<file path="config.mk">
export PLATFORM = sky130hd
export DESIGN_NAME = phase_clkgen
export DESIGN_NICKNAME = d
export VERILOG_FILES = /design/src/rtl/phase_clkgen_pkg.sv /design/src/rtl/pcg_mode_decode.sv /design/src/rtl/pcg_cfg_latch.sv /design/src/rtl/pcg_period_counter.sv /design/src/rtl/pcg_pulse_gen.sv /design/src/rtl/phase_clkgen.sv
export SDC_FILE = /design/constraint.sdc
export NUM_CORES = 1
export LEC_CHECK = 0
export BUFFER_PORTS_ARGS = -buffer_cell sky130_fd_sc_hd__buf_2
export CAP_MARGIN = 5
export CORE_ASPECT_RATIO = 0.75
export CORE_MARGIN = 10
export CORE_UTILIZATION = 45
export DETAILED_ROUTE_END_ITERATION = 12
export PLACE_DENSITY = 0.75
export SLEW_MARGIN = 20
export SYNTH_ARGS = -nofsm -noshare
export SYNTH_HDL_FRONTEND = slang
export SYNTH_SLANG_ARGS = --single-unit
</file>
<file path="constraint.sdc">
create_clock -name clk -period 2.75 [get_ports clk]
set_clock_uncertainty 0.2 [all_clocks]
set_input_delay 0.4125 -clock clk [delete_from_list [all_inputs] [get_ports clk]]
set_output_delay 0.4125 -clock clk [all_outputs]
set_load 0.005 [all_outputs]
</file>
<file path="src/rtl/phase_clkgen_pkg.sv">
package phase_clkgen_pkg;

  // Phase relation of channel 2 against channel 1
  typedef enum logic [1:0] {
    PH_ALIGNED = 2'd0,  // 0 degrees
    PH_QUARTER = 2'd1,  // 90 degrees, Q ticks
    PH_HALF    = 2'd2   // 180 degrees, 2Q ticks
  } phase_sel_e;

  localparam int unsigned NUM_CH = 2;

endpackage

</file>
<file path="src/rtl/pcg_mode_decode.sv">
module pcg_mode_decode
  import phase_clkgen_pkg::*;
(
  input  logic       track_i,
  input  logic       twostep_i,
  output phase_sel_e sel_o
);

  always_comb begin
    if (!track_i)       sel_o = PH_HALF;
    else if (twostep_i) sel_o = PH_QUARTER;
    else                sel_o = PH_ALIGNED;
  end

endmodule

</file>
<file path="src/rtl/pcg_cfg_latch.sv">
module pcg_cfg_latch
  import phase_clkgen_pkg::*;
#(
  parameter int unsigned QW = 8
) (
  input  logic          clk,
  input  logic          rst,
  input  logic          wrap_i,
  input  logic          track_i,
  input  phase_sel_e    sel_i,
  input  logic [QW-1:0] quarter_i,
  output logic          track_q,
  output phase_sel_e    sel_q,
  output logic [QW-1:0] quarter_q
);

  logic [QW-1:0] quarter_safe;

  assign quarter_safe = (quarter_i == '0) ? QW'(1) : quarter_i;

  always_ff @(posedge clk) begin
    if (rst || wrap_i) begin
      track_q   <= track_i;
      sel_q     <= sel_i;
      quarter_q <= quarter_safe;
    end
  end


  cfg_hold_chk: assert property (@(posedge clk) disable iff (rst)
    !wrap_i |=> ($stable(sel_q) && $stable(track_q) && $stable(quarter_q)));


  quarter_nonzero_chk: assert property (@(posedge clk) disable iff (rst)
    quarter_q != '0);

endmodule

</file>
<file path="src/rtl/pcg_period_counter.sv">
module pcg_period_counter #(
  parameter int unsigned QW = 8,
  localparam int unsigned CW = QW + 2
) (
  input  logic          clk,
  input  logic          rst,
  input  logic [QW-1:0] quarter_i,
  output logic [CW-1:0] cnt_o,
  output logic          wrap_o
);

  logic [CW-1:0] period_len;
  logic [CW-1:0] last_tick;
  logic [CW-1:0] cnt_q;

  assign period_len = {quarter_i, 2'b00};
  assign last_tick  = period_len - CW'(1);
  assign wrap_o     = (cnt_q == last_tick);
  assign cnt_o      = cnt_q;

  always_ff @(posedge clk) begin
    if (rst)         cnt_q <= '0;
    else if (wrap_o) cnt_q <= '0;
    else             cnt_q <= cnt_q + CW'(1);
  end


  cnt_bound_chk: assert property (@(posedge clk) disable iff (rst)
    cnt_q <= last_tick);


  wrap_restart_chk: assert property (@(posedge clk) disable iff (rst)
    wrap_o |=> (cnt_q == '0));

endmodule

</file>
<file path="src/rtl/pcg_pulse_gen.sv">
module pcg_pulse_gen
  import phase_clkgen_pkg::*;
#(
  parameter int unsigned QW = 8,
  localparam int unsigned CW = QW + 2
) (
  input  logic              clk,
  input  logic              rst,
  input  logic [CW-1:0]     cnt_i,
  input  phase_sel_e        sel_i,
  input  logic [QW-1:0]     quarter_i,
  input  logic              track_i,
  output logic [NUM_CH-1:0] start_o,
  output logic              hyst_inh_o
);

  logic [CW-1:0] ofs [NUM_CH];
  logic          hyst_q;

  assign ofs[0] = '0;

  always_comb begin
    unique case (sel_i)
      PH_QUARTER: ofs[1] = {2'b00, quarter_i};
      PH_HALF:    ofs[1] = {1'b0, quarter_i, 1'b0};
      default:    ofs[1] = '0;
    endcase
  end

  for (genvar c = 0; c < NUM_CH; c++) begin : g_ch
    logic pulse_q;
    always_ff @(posedge clk) begin
      if (rst) pulse_q <= 1'b0;
      else     pulse_q <= (cnt_i == ofs[c]);
    end
    assign start_o[c] = pulse_q;


    pulse_width_chk: assert property (@(posedge clk) disable iff (rst)
      pulse_q |=> !pulse_q);
  end

  always_ff @(posedge clk) begin
    if (rst) hyst_q <= 1'b0;
    else     hyst_q <= track_i;
  end
  assign hyst_inh_o = hyst_q;


  aligned_start_chk: assert property (@(posedge clk) disable iff (rst)
    (start_o[0] && ($past(sel_i) == PH_ALIGNED)) |-> start_o[1]);

endmodule

</file>
<file path="src/rtl/phase_clkgen.sv">
module phase_clkgen
  import phase_clkgen_pkg::*;
#(
  parameter int unsigned QW = 8
) (
  input  logic          clk,
  input  logic          rst,
  input  logic          track_mode_i,
  input  logic          supply_twostep_i,
  input  logic [QW-1:0] quarter_i,
  output logic          ch1_start_o,
  output logic          ch2_start_o,
  output logic          ch2_hyst_inhibit_o
);

  localparam int unsigned CW = QW + 2;

  phase_sel_e          sel_dec;
  phase_sel_e          sel_q;
  logic                track_q;
  logic [QW-1:0]       quarter_q;
  logic [CW-1:0]       cnt;
  logic                wrap;
  logic [NUM_CH-1:0]   starts;

  pcg_mode_decode u_decode (
    .track_i   (track_mode_i),
    .twostep_i (supply_twostep_i),
    .sel_o     (sel_dec)
  );

  pcg_cfg_latch #(.QW(QW)) u_latch (
    .clk       (clk),
    .rst       (rst),
    .wrap_i    (wrap),
    .track_i   (track_mode_i),
    .sel_i     (sel_dec),
    .quarter_i (quarter_i),
    .track_q   (track_q),
    .sel_q     (sel_q),
    .quarter_q (quarter_q)
  );

  pcg_period_counter #(.QW(QW)) u_counter (
    .clk       (clk),
    .rst       (rst),
    .quarter_i (quarter_q),
    .cnt_o     (cnt),
    .wrap_o    (wrap)
  );

  pcg_pulse_gen #(.QW(QW)) u_pulse (
    .clk        (clk),
    .rst        (rst),
    .cnt_i      (cnt),
    .sel_i      (sel_q),
    .quarter_i  (quarter_q),
    .track_i    (track_q),
    .start_o    (starts),
    .hyst_inh_o (ch2_hyst_inhibit_o)
  );

  assign ch1_start_o = starts[0];
  assign ch2_start_o = starts[1];


  reset_quiet_chk: assert property (@(posedge clk)
    $past(rst) |-> (!ch1_start_o && !ch2_start_o && !ch2_hyst_inhibit_o));

endmodule

</file>
## Word level (Yosys, flattened, before mapping)

Cells that the tools add are included.
W data, S select, Z words.

| operators by class | value |
|---|---|
| magnitude comparators | 0 |
| multipliers | 0 |
| bitwise gates (word level) | 0 |
| divide/modulo/power cells | 0 |
| add/sub/neg operators | 2 |
| equality and inequality tests | 4 |
| shift-type cells | 0 |
| reductions and logical operators | 4 |
| muxes and demuxes | 2 |

Operator list:

| kind | count |
|---|---|
| $pmux W9 S2 | 1 |
| $add A10 B1 Y10 const B | 1 |
| $eq A10 B10 Y1 | 1 |
| $eq A10 B9 Y1 | 1 |
| $logic_not A10 Y1 | 1 |
| $sub A10 B1 Y10 const B | 1 |
| $logic_not A8 Y1 | 1 |
| $eq A2 B1 Y1 const B | 1 |
| $eq A2 B2 Y1 const B | 1 |
| $reduce_or A2 Y1 | 1 |
| $logic_or A1 B1 Y1 | 1 |
| $mux W1 | 1 |

| word-level totals | value |
|---|---|
| flip-flop bits (word level) | 24 |
| memories | 0 |
| input bits | 12 |
| latch bits | 0 |
| word-level logic and storage cells | 19 |
| RAM bits | 0 |
| output and inout port bits | 3 |
| bits in read-only memories | 0 |

## Longest topological paths before layout

Gate-level depths: netlist (run 1).

| depth | value |
|---|---|
| word-level depth | 3 |
| mapped depth | 8 |
| depth with buffers taken out | 7 |

## By module

Synthesis (run 1) repeated with hierarchy kept, for this count alone.

| second synthesis, totals | value |
|---|---|
| cell total of the unflattened synthesis | 156 |
| area, all modules | 1505.2 um2 |

By module, submodules not included:

| module | times used | cells each | sequential area each (um2) | area an instance (um2) |
|---|---|---|---|---|
| pcg_period_counter | 1 | 86 | 200.2 | 737.0 |
| pcg_cfg_latch | 1 | 22 | 330.3 | 387.9 |
| pcg_pulse_gen | 1 | 46 | 60.1 | 370.4 |
| pcg_mode_decode | 1 | 2 | 0.0 | 10.0 |

## Least setup slack after synthesis (run 1)

Ideal clock, no wire load.

| timing path | value |
|---|---|
| kind | reg2reg |
| start | register u_latch.quarter_q[0] |
| end | register u_latch.quarter_q[0] (enable) |
| required time | 2245 ps |
| stages on the path, launching flop included | 6 |
| data arrival time | 2192 ps |
| path buffers | 1 |
| path slack | 53 ps |
| library setup time | 305 ps |
| clock period less this slack | 2697 ps |
| cell sequence | edfxtp_1 or4_4 or4b_1 a2bb2oi_1 o41ai_2 buf_6 |

| on the way | value |
|---|---|
| word-level cells in the longest chain between the ends | 3 |

Ends and longest elaborated chain:

| element | line | source |
|---|---|---|
| from (decl) | pcg_cfg_latch.sv:14 | `output logic [QW-1:0] quarter_q` |
| from (signal assigned) | pcg_cfg_latch.sv:25 | `quarter_q <= quarter_safe;` |
| $sub A10 B1 Y10 | pcg_period_counter.sv:17 | `assign last_tick = period_len - CW'(1);` |
| $eq A10 B10 Y1 | pcg_period_counter.sv:18 | `assign wrap_o = (cnt_q == last_tick);` |
| $logic_or A1 B1 Y1 | pcg_cfg_latch.sv:22 | `if (rst \|\| wrap_i) begin` |

No other way between the ends.
A chain may end at the register's enable or synchronous reset.

## Final worst setup path (run 1)

| timing path | value |
|---|---|
| start | register u_latch.quarter_q[1] |
| end | register u_latch.quarter_q[2] (enable) |

The elaborated chain is that of the path after synthesis.

==> results of run 1 <==
==> area by class of cell <==
cell class / instances / area, um^2
flip-flops and latches: 24 / 591
multi-input cells: 97 / 712
fillers: 237 / 1350
inverters: 11 / 41.3
repair buffers: 22 / 160
well taps: 38 / 47.5
clock buffers: 4 / 55.1
==> critical path, delay by kind of cell (launching register included) <==
family	cells	cell delay [ns]
buffers and inverters	2	0.32
and+or+nand+nor	2	1.07
AOI/OAI and AO/OA	2	0.44
DFF	1	0.41
==> cell families (layout without fill, tap and decap cells) <==
kind of cell | after synthesis | count (layout) | synth area share
AOI/OAI and AO/OA | 19 | 19 | 0.109
DFF | 24 | 24 | 0.424
adders and majority gates | 5 | 5 | 0.0449
and+or+nand+nor | 49 | 49 | 0.191
buffers and inverters | 28 | 37 | 0.0808
xor gates and xnor gates | 24 | 24 | 0.151
==> timing repair <==
item | CTS | global route
cloned | 0 | 1
gates resized for setup | 0 | 2
setup endpoints to repair | 8 | 8
pin swaps | 1 | 0
setup buffers | 0 | 1
==> layout by cell type, fill, tap and decap left out, drive strengths merged, types with 5 or more instances in the layout <==
cell	instances
nor2	17
a22oi	7
xnor2	12
nor4	5
inv	11
buf	21
nand3	5
xor2	12
ha	5
dfxtp	13
edfxtp	11
clkbuf	5
==> worst max path at each step <==
stage	end	startpoint	depth (start not counted)
floorplan	u_latch.quarter_q[0]	u_latch.quarter_q[0]	5
global placement	u_latch.quarter_q[1]	u_latch.quarter_q[1]	5
detailed placement	u_latch.quarter_q[2]	u_latch.quarter_q[1]	5
CTS	u_latch.quarter_q[2]	u_latch.quarter_q[1]	5
global route	u_latch.track_q	u_latch.quarter_q[1]	6
finish	u_latch.quarter_q[2]	u_latch.quarter_q[1]	6
==> power by group <==
part	total [W]	switching [W]	internal, W
Clock	0.000234	0.000107	0.000128
Sequential	0.000406	0.0000148	0.000391
Combinational	0.000112	0.0000554	0.0000570
==> per-layer routing <==
layer	wire [um]	global-route usage
met4	21	0.0354
met5	0	0
met1	1410	0.124
met3	108	0.0178
met2	1420	0.178
==> flip-flops by register name, summed over array words and instances (netlist names) <==
register,count
u_counter.cnt_o,10
u_latch.quarter_q,8
u_pulse.hyst_inh_o,1
u_latch.track_q,1
u_pulse.g_ch.pulse_q,2
u_latch.sel_q,2
==> per-stage QoR <==
step	utilization	instance area (um^2)	cells
3_5_place_dp	0.510	1510	190
3_3_place_gp	0.510	1510	190
4_1_cts	0.529	1560	194
5_1_grt	0.543	1610	196
6_report	0.543	1610	196
2_1_floorplan	-	1390	149
==> results.rst, run 1 <==
.. list-table::
   :header-rows: 1

   * - Metric
     - Value
   * - Status
     - completed
   * - Total global routing overflow
     - 0
   * - Net count of the mapped netlist
     - roughly 170
   * - Overall Power
     - around 0.00075 W
   * - Maximum frequency from static timing analysis
     - ~0.37 GHz
   * - Pin count of the biggest net entering global routing
     - 19
   * - Total power per unit cell area
     - roughly 470 nW/um^2
   * - Critical-path top delay cell
     - or4_4
   * - Clk slew on worst S/H paths
     - 0.08 ns
   * - Vias post-DR
     - approximately 1.1k
   * - CTS sink cnt
     - 24
   * - WP data required
     - about 2.5 ns
   * - Residual DRC
     - 0
   * - Max-cap violations
     - 0
   * - Vertical die dimension
     - just under 70 um
   * - Reg2Reg Setup Slack
     - 0.04 ns
   * - Count of inserted antenna diode cells
     - 0
   * - Total wire length
     - just under 3 mm
   * - Post-Route Setup TNS
     - 0 ns
   * - Count of flip-flops with a built-in enable after synthesis
     - 11
   * - Largest cells by area after synthesis
     - edfxtp_1 (24%), dfxtp_1 (19%), xnor2_1 (7.5%)
   * - Syn avg cell area
     - between 9 and 10 um^2
   * - H-tree level count
     - 1
   * - Number of port buffers
     - 14
   * - Final Max Tran Viols
     - 0
   * - Portion of synthesized cell area occupied by the leading cell type
     - 0.237
   * - Total number of yosys warnings
     - 0
   * - Unrepaired setup endpoints after global routing
     - true
   * - Net count reported at finish
     - around 180
   * - Most common cell in the netlist
     - nor2_1
   * - Crit-path cells
     - or4_4 > or4b_4 > a2bb2oi_2 > o41ai_4 > buf_4 > buf_12
   * - Fraction of synthesis flops using an asynchronous set or reset pin
     - 0
   * - Floorplan core area
     - a little under 3000 um^2
   * - Final worst slack
     - approximately 0.045 ns
   * - Horizontal die dimension
     - 84.3 um
   * - Actual transition at the worst max-transition pin
     - 0.416 ns
   * - Worst skew pair latency
     - about 0.26 ns
   * - Final period utilization
     - 0.984
   * - Initial Utilization
     - 0.471
   * - TritonCTS clock tree
     - done
   * - Total clock buffers created by CTS
     - 3
   * - DR pass1 iterations
     - 4
   * - Total leakage power
     - about 0.65 nW
   * - Startpoint-to-endpoint class of the critical path
     - flop to flop
   * - Worst hold path startpoint
     - quarter_i[5]
   * - Number of global-route vias before repair
     - about 1.1k
   * - Final Hold Viols
     - 0
   * - Area Growth Syn to Fin
     - 15.3%
   * - Total track usage
     - 0.101
   * - Number of setup violations in the final report
     - 0
   * - RR Endpoint
     - u_latch.quarter_q[2]
   * - Crit path time final
     - 2.71 ns
   * - Maximum fanout count along the critical path
     - 9
   * - Max-Slew Margin vs Limit
     - 0.721
   * - Worst r2r path cells
     - 6
   * - Worst slack on hold paths
     - about 0.14 ns
   * - Number of cells traversed by the worst hold path
     - 1
   * - DPL Wire Length
     - roughly 2.2 mm
   * - Avg Vias per Cell
     - 5.51
   * - Largest incremental delay on the critical path
     - around 0.57 ns
   * - Capturing element type of the critical path
     - flop
   * - Cell count after synthesis
     - 149
   * - RePlAce Congestion
     - 0.877
   * - WP data arrival
     - 2.49 ns
   * - Number of antenna violations at the first check in global routing
     - 0
   * - Pre-CTS WS
     - approximately 0.021 ns
   * - Clock root buffer
     - clkbuf_8
   * - Synthesized flop and latch total
     - 24
   * - Count of cell types in the netlist
     - 36
   * - Biggest area consumer among synthesized cells
     - edfxtp_1
   * - Register area share after synthesis
     - 0.424
   * - Routed len/inst
     - approximately 15 um
   * - Hold_buf cts
     - 0
   * - Fraction of layout instances using a drive strength above 1
     - 0.209
   * - Top cells by instance count after synthesis
     - nor2_1 (17), clkbuf_1 (16), dfxtp_1 (13)
   * - Hold Crit Endpoint
     - u_latch.quarter_q[5]
   * - Die ar.
     - ~5700 um^2
   * - Worst flop-to-flop path startpoint
     - u_latch.quarter_q[1]
   * - Post-route ant nets
     - 0
   * - Launching element type of the critical path
     - flop
   * - Class of the worst hold path
     - primary input to flop
   * - Max rail drop VDD
     - between 0.3 and 0.4 mV
   * - Placement row count
     - 17
   * - Starting DRC count in detailed routing
     - 84
   * - I/O pin count
     - 15
   * - Post-synth design cell area
     - approximately 1400 um^2
   * - Wire length of the first global-routing pass
     - 4.80 mm
   * - Maximum buffer depth of the clock tree
     - 2
   * - Ys flop type
     - dfxtp_1
No activity file was read; power rests on OpenSTA's default activity.
==> run 2: changes to the inputs <==
--- a/config.mk
+++ b/config.mk
@@ -8,10 +8,10 @@
 export BUFFER_PORTS_ARGS = -buffer_cell sky130_fd_sc_hd__buf_2
 export CAP_MARGIN = 5
 export CORE_ASPECT_RATIO = 0.75
-export CORE_MARGIN = 10
-export CORE_UTILIZATION = 45
+export CORE_MARGIN = 2
+export CORE_UTILIZATION = 52
 export DETAILED_ROUTE_END_ITERATION = 12
-export PLACE_DENSITY = 0.75
+export PLACE_DENSITY = 0.84
 export SLEW_MARGIN = 20
 export SYNTH_ARGS = -nofsm -noshare
 export SYNTH_HDL_FRONTEND = slang
==> run 2 against run 1 <==
Die area decreased by 46%. Register-to-register slack improved by 0.05 ns. Cell area decreased by 3.6%. Highest routed layer unchanged.
==> results.rst, run 2 (synthesis gave the netlist of run 1 again) <==
.. list-table::
   :header-rows: 1

   * - Metric
     - Value
   * - Status
     - completed (unchanged)
   * - Capturing element type of the critical path
     - flop (unchanged)
   * - Family with the most delay on the worst path
     - simple AND/OR/NAND/NOR gates (unchanged)
   * - Die ar.
     - 3110 um^2 (was 5750 um^2)
   * - Final worst slack
     - 0.0970 ns (was 0.0447 ns)
   * - Clk slew on worst S/H paths
     - 0.13 ns (was 0.08 ns)
   * - Max-cap violations
     - 0 (unchanged)
   * - Post-Route Setup TNS
     - 0 ns (unchanged)
   * - Launching element type of the critical path
     - flop (unchanged)
   * - Floorplan core area
     - 2580 um^2 (was 2960 um^2)
   * - Total track usage
     - 0.206 (was 0.101)
   * - Wire length of the first global-routing pass
     - 4.95 mm (was 4.80 mm)
   * - Number of global-route vias before repair
     - 1123 (was 1097)
   * - Placement row count
     - 16 (was 17)
   * - Critical-path top delay cell
     - or4_4 (unchanged)
   * - Initial Utilization
     - 0.540 (was 0.471)
   * - DPL Wire Length
     - 2.15 mm (was 2.18 mm)
   * - Worst skew pair latency
     - 0.32 ns (was 0.26 ns)
   * - Vias post-DR
     - 1077 (was 1079)
   * - Maximum buffer depth of the clock tree
     - 2 (unchanged)
   * - Final Hold Viols
     - 0 (unchanged)
   * - Max reg flops
     - 10 (unchanged)
   * - Clock root buffer
     - clkbuf_4 (was clkbuf_8)
   * - Maximum fanout count along the critical path
     - 3 (was 9)
   * - Worst slack on hold paths
     - 0.0726 ns (was 0.136 ns)
   * - Avg Vias per Cell
     - 5.55 (was 5.51)
   * - Pre-CTS WS
     - 0.0335 ns (was 0.0215 ns)
   * - Number of setup violations in the final report
     - 0 (unchanged)
   * - Number of buffer and inverter stages on the critical path
     - 1 (was 2)
   * - Horizontal die dimension
     - 63.8 um (was 84.3 um)
   * - Net count reported at finish
     - 176 (unchanged)
   * - Total global routing overflow
     - 0 (unchanged)
   * - Starting DRC count in detailed routing
     - 21 (was 84)
   * - Total wire length
     - 2.84 mm (was 2.96 mm)
   * - TritonCTS clock tree
     - done (unchanged)
   * - RePlAce Congestion
     - 0.806 (was 0.877)
   * - Total power per unit cell area
     - 452 nW/um^2 (was 468 nW/um^2)
   * - H-tree level count
     - 1 (unchanged)
   * - Maximum frequency from static timing analysis
     - 0.377 GHz (was 0.370 GHz)
   * - Residual DRC
     - 0 (unchanged)
   * - Most frequent cells in the layout
     - nor2_1 (17), buf_2 (14), dfxtp_1 (13) (unchanged)
   * - Total leakage power
     - 0.631 nW (was 0.651 nW)
   * - Largest incremental delay on the critical path
     - 0.55 ns (was 0.57 ns)
   * - Commonest non-fill, non-tap cell in the layout
     - nor2_1 (unchanged)
   * - Max rail drop VDD
     - 0.438 mV (was 0.352 mV)
   * - I/O pin count
     - 15 (unchanged)
   * - Crit-path cells
     - or4_4 > or4b_1 > a2bb2oi_1 > o41ai_4 > buf_4 (was or4_4 > or4b_4 > a2bb2oi_2 > o41ai_4 > buf_4 > buf_12)
   * - Crit path time final
     - 2.65 ns (was 2.71 ns)
   * - Fraction of layout instances using a drive strength above 1
     - 0.196 (was 0.209)
   * - Pin count of the biggest net entering global routing
     - 14 (was 19)
   * - Startpoint-to-endpoint class of the critical path
     - flop to flop (unchanged)
   * - Post-route ant nets
     - 0 (unchanged)
   * - Class of the worst hold path
     - primary input to flop (unchanged)
   * - CTS sink cnt
     - 24 (unchanged)
   * - Area Growth Syn to Fin
     - 11.1% (was 15.3%)
   * - Final Max Tran Viols
     - 0 (unchanged)
   * - Final period utilization
     - 0.965 (was 0.984)
   * - Actual transition at the worst max-transition pin
     - 0.454 ns (was 0.416 ns)
   * - Buffers inserted during post-CTS setup optimization
     - 0 (unchanged)
   * - Number of antenna violations at the first check in global routing
     - 0 (unchanged)
   * - Count of inserted antenna diode cells
     - 0 (unchanged)
   * - Vertical die dimension
     - 48.8 um (was 68.2 um)
   * - Unrepaired setup endpoints after global routing
     - false (was true)
   * - DR pass1 iterations
     - 4 (unchanged)
   * - WP data arrival
     - 2.51 ns (was 2.49 ns)
   * - Routed len/inst
     - 14.6 um (was 15.1 um)
   * - Number of port buffers
     - 14 (unchanged)
   * - Filler instances
     - 194 (was 237)
   * - WP data required
     - 2.60 ns (was 2.54 ns)
   * - Max-Slew Margin vs Limit
     - 0.694 (was 0.721)
   * - Total clock buffers created by CTS
     - 3 (unchanged)
## run 2: changes by cell type in the layout (fill, tap and decap cells not counted), sizes merged
cell,before,now
buf,21,22
clkbuf,5,4
## run 2: final timing paths
kind / start / endpoint / slack (ns) / cells past startpoint
min: quarter_i[3] / u_latch.quarter_q[3] / 0.07 / 1
max: u_latch.quarter_q[1] / u_latch.sel_q[1] / 0.1 / 5
min reg2reg: u_counter.cnt_o[0] / u_counter.cnt_o[0] / 0.32 / 1
max reg2reg: u_latch.quarter_q[1] / u_latch.sel_q[1] / 0.1 / 5
## run 2: cell type report
cell class                      instances  area [um^2]  area share
Timing Repair Buffer                   22          134      0.0864
Sequential cell                        24          591       0.381
Clock buffer                            4         36.3      0.0234
Multi-Input combinational cell         97          702       0.453
Tap cell                               36         45.0      0.0291
Inverter                               11         41.3      0.0267
## run 2: per-stage QoR
step	power (W)	cell area (um^2)	instances	utilization
global route	0.000729	1550	194	0.600
floorplan	0.000484	1390	149	-
finish	0.000700	1550	194	0.600
detailed placement	0.000519	1510	190	0.584
CTS	0.000698	1550	194	0.598
global placement	0.000513	1510	190	0.584
## run 2: what timing repair did
action | CTS | global route
resized for setup | 0 | 1
hold buffers | 0 | 0
setup endpoints to repair | 0 | 13
## run 2: worst register-to-register path: cells and delay by family (launching register included)
kind / cells / cell delay, ns
buffers and inverters: 1 / 0.20
flip-flops: 1 / 0.42
AND/OR/NAND/NOR: 2 / 1.05
AO/OA/AOI/OAI: 2 / 0.54
## run 2: per-layer routing
layer / wire, um / GRT usage / up-vias
met5: 0 / 0 / -
met4: 41 / 0.0725 / 0
met3: 143 / 0.0323 / 5
met2: 1410 / 0.361 / 32
met1: 1240 / 0.258 / 510
li1: - / - / 530
## run 2: power breakdown
part	switching [W]	internal, W	leakage (nW)	total (W)
sequential	0.0000153	0.000391	0.214	0.000407
clock	0.000105	0.0000811	0.0210	0.000186
combinational	0.0000550	0.0000522	0.396	0.000107
total	0.000176	0.000525	0.631	0.000700
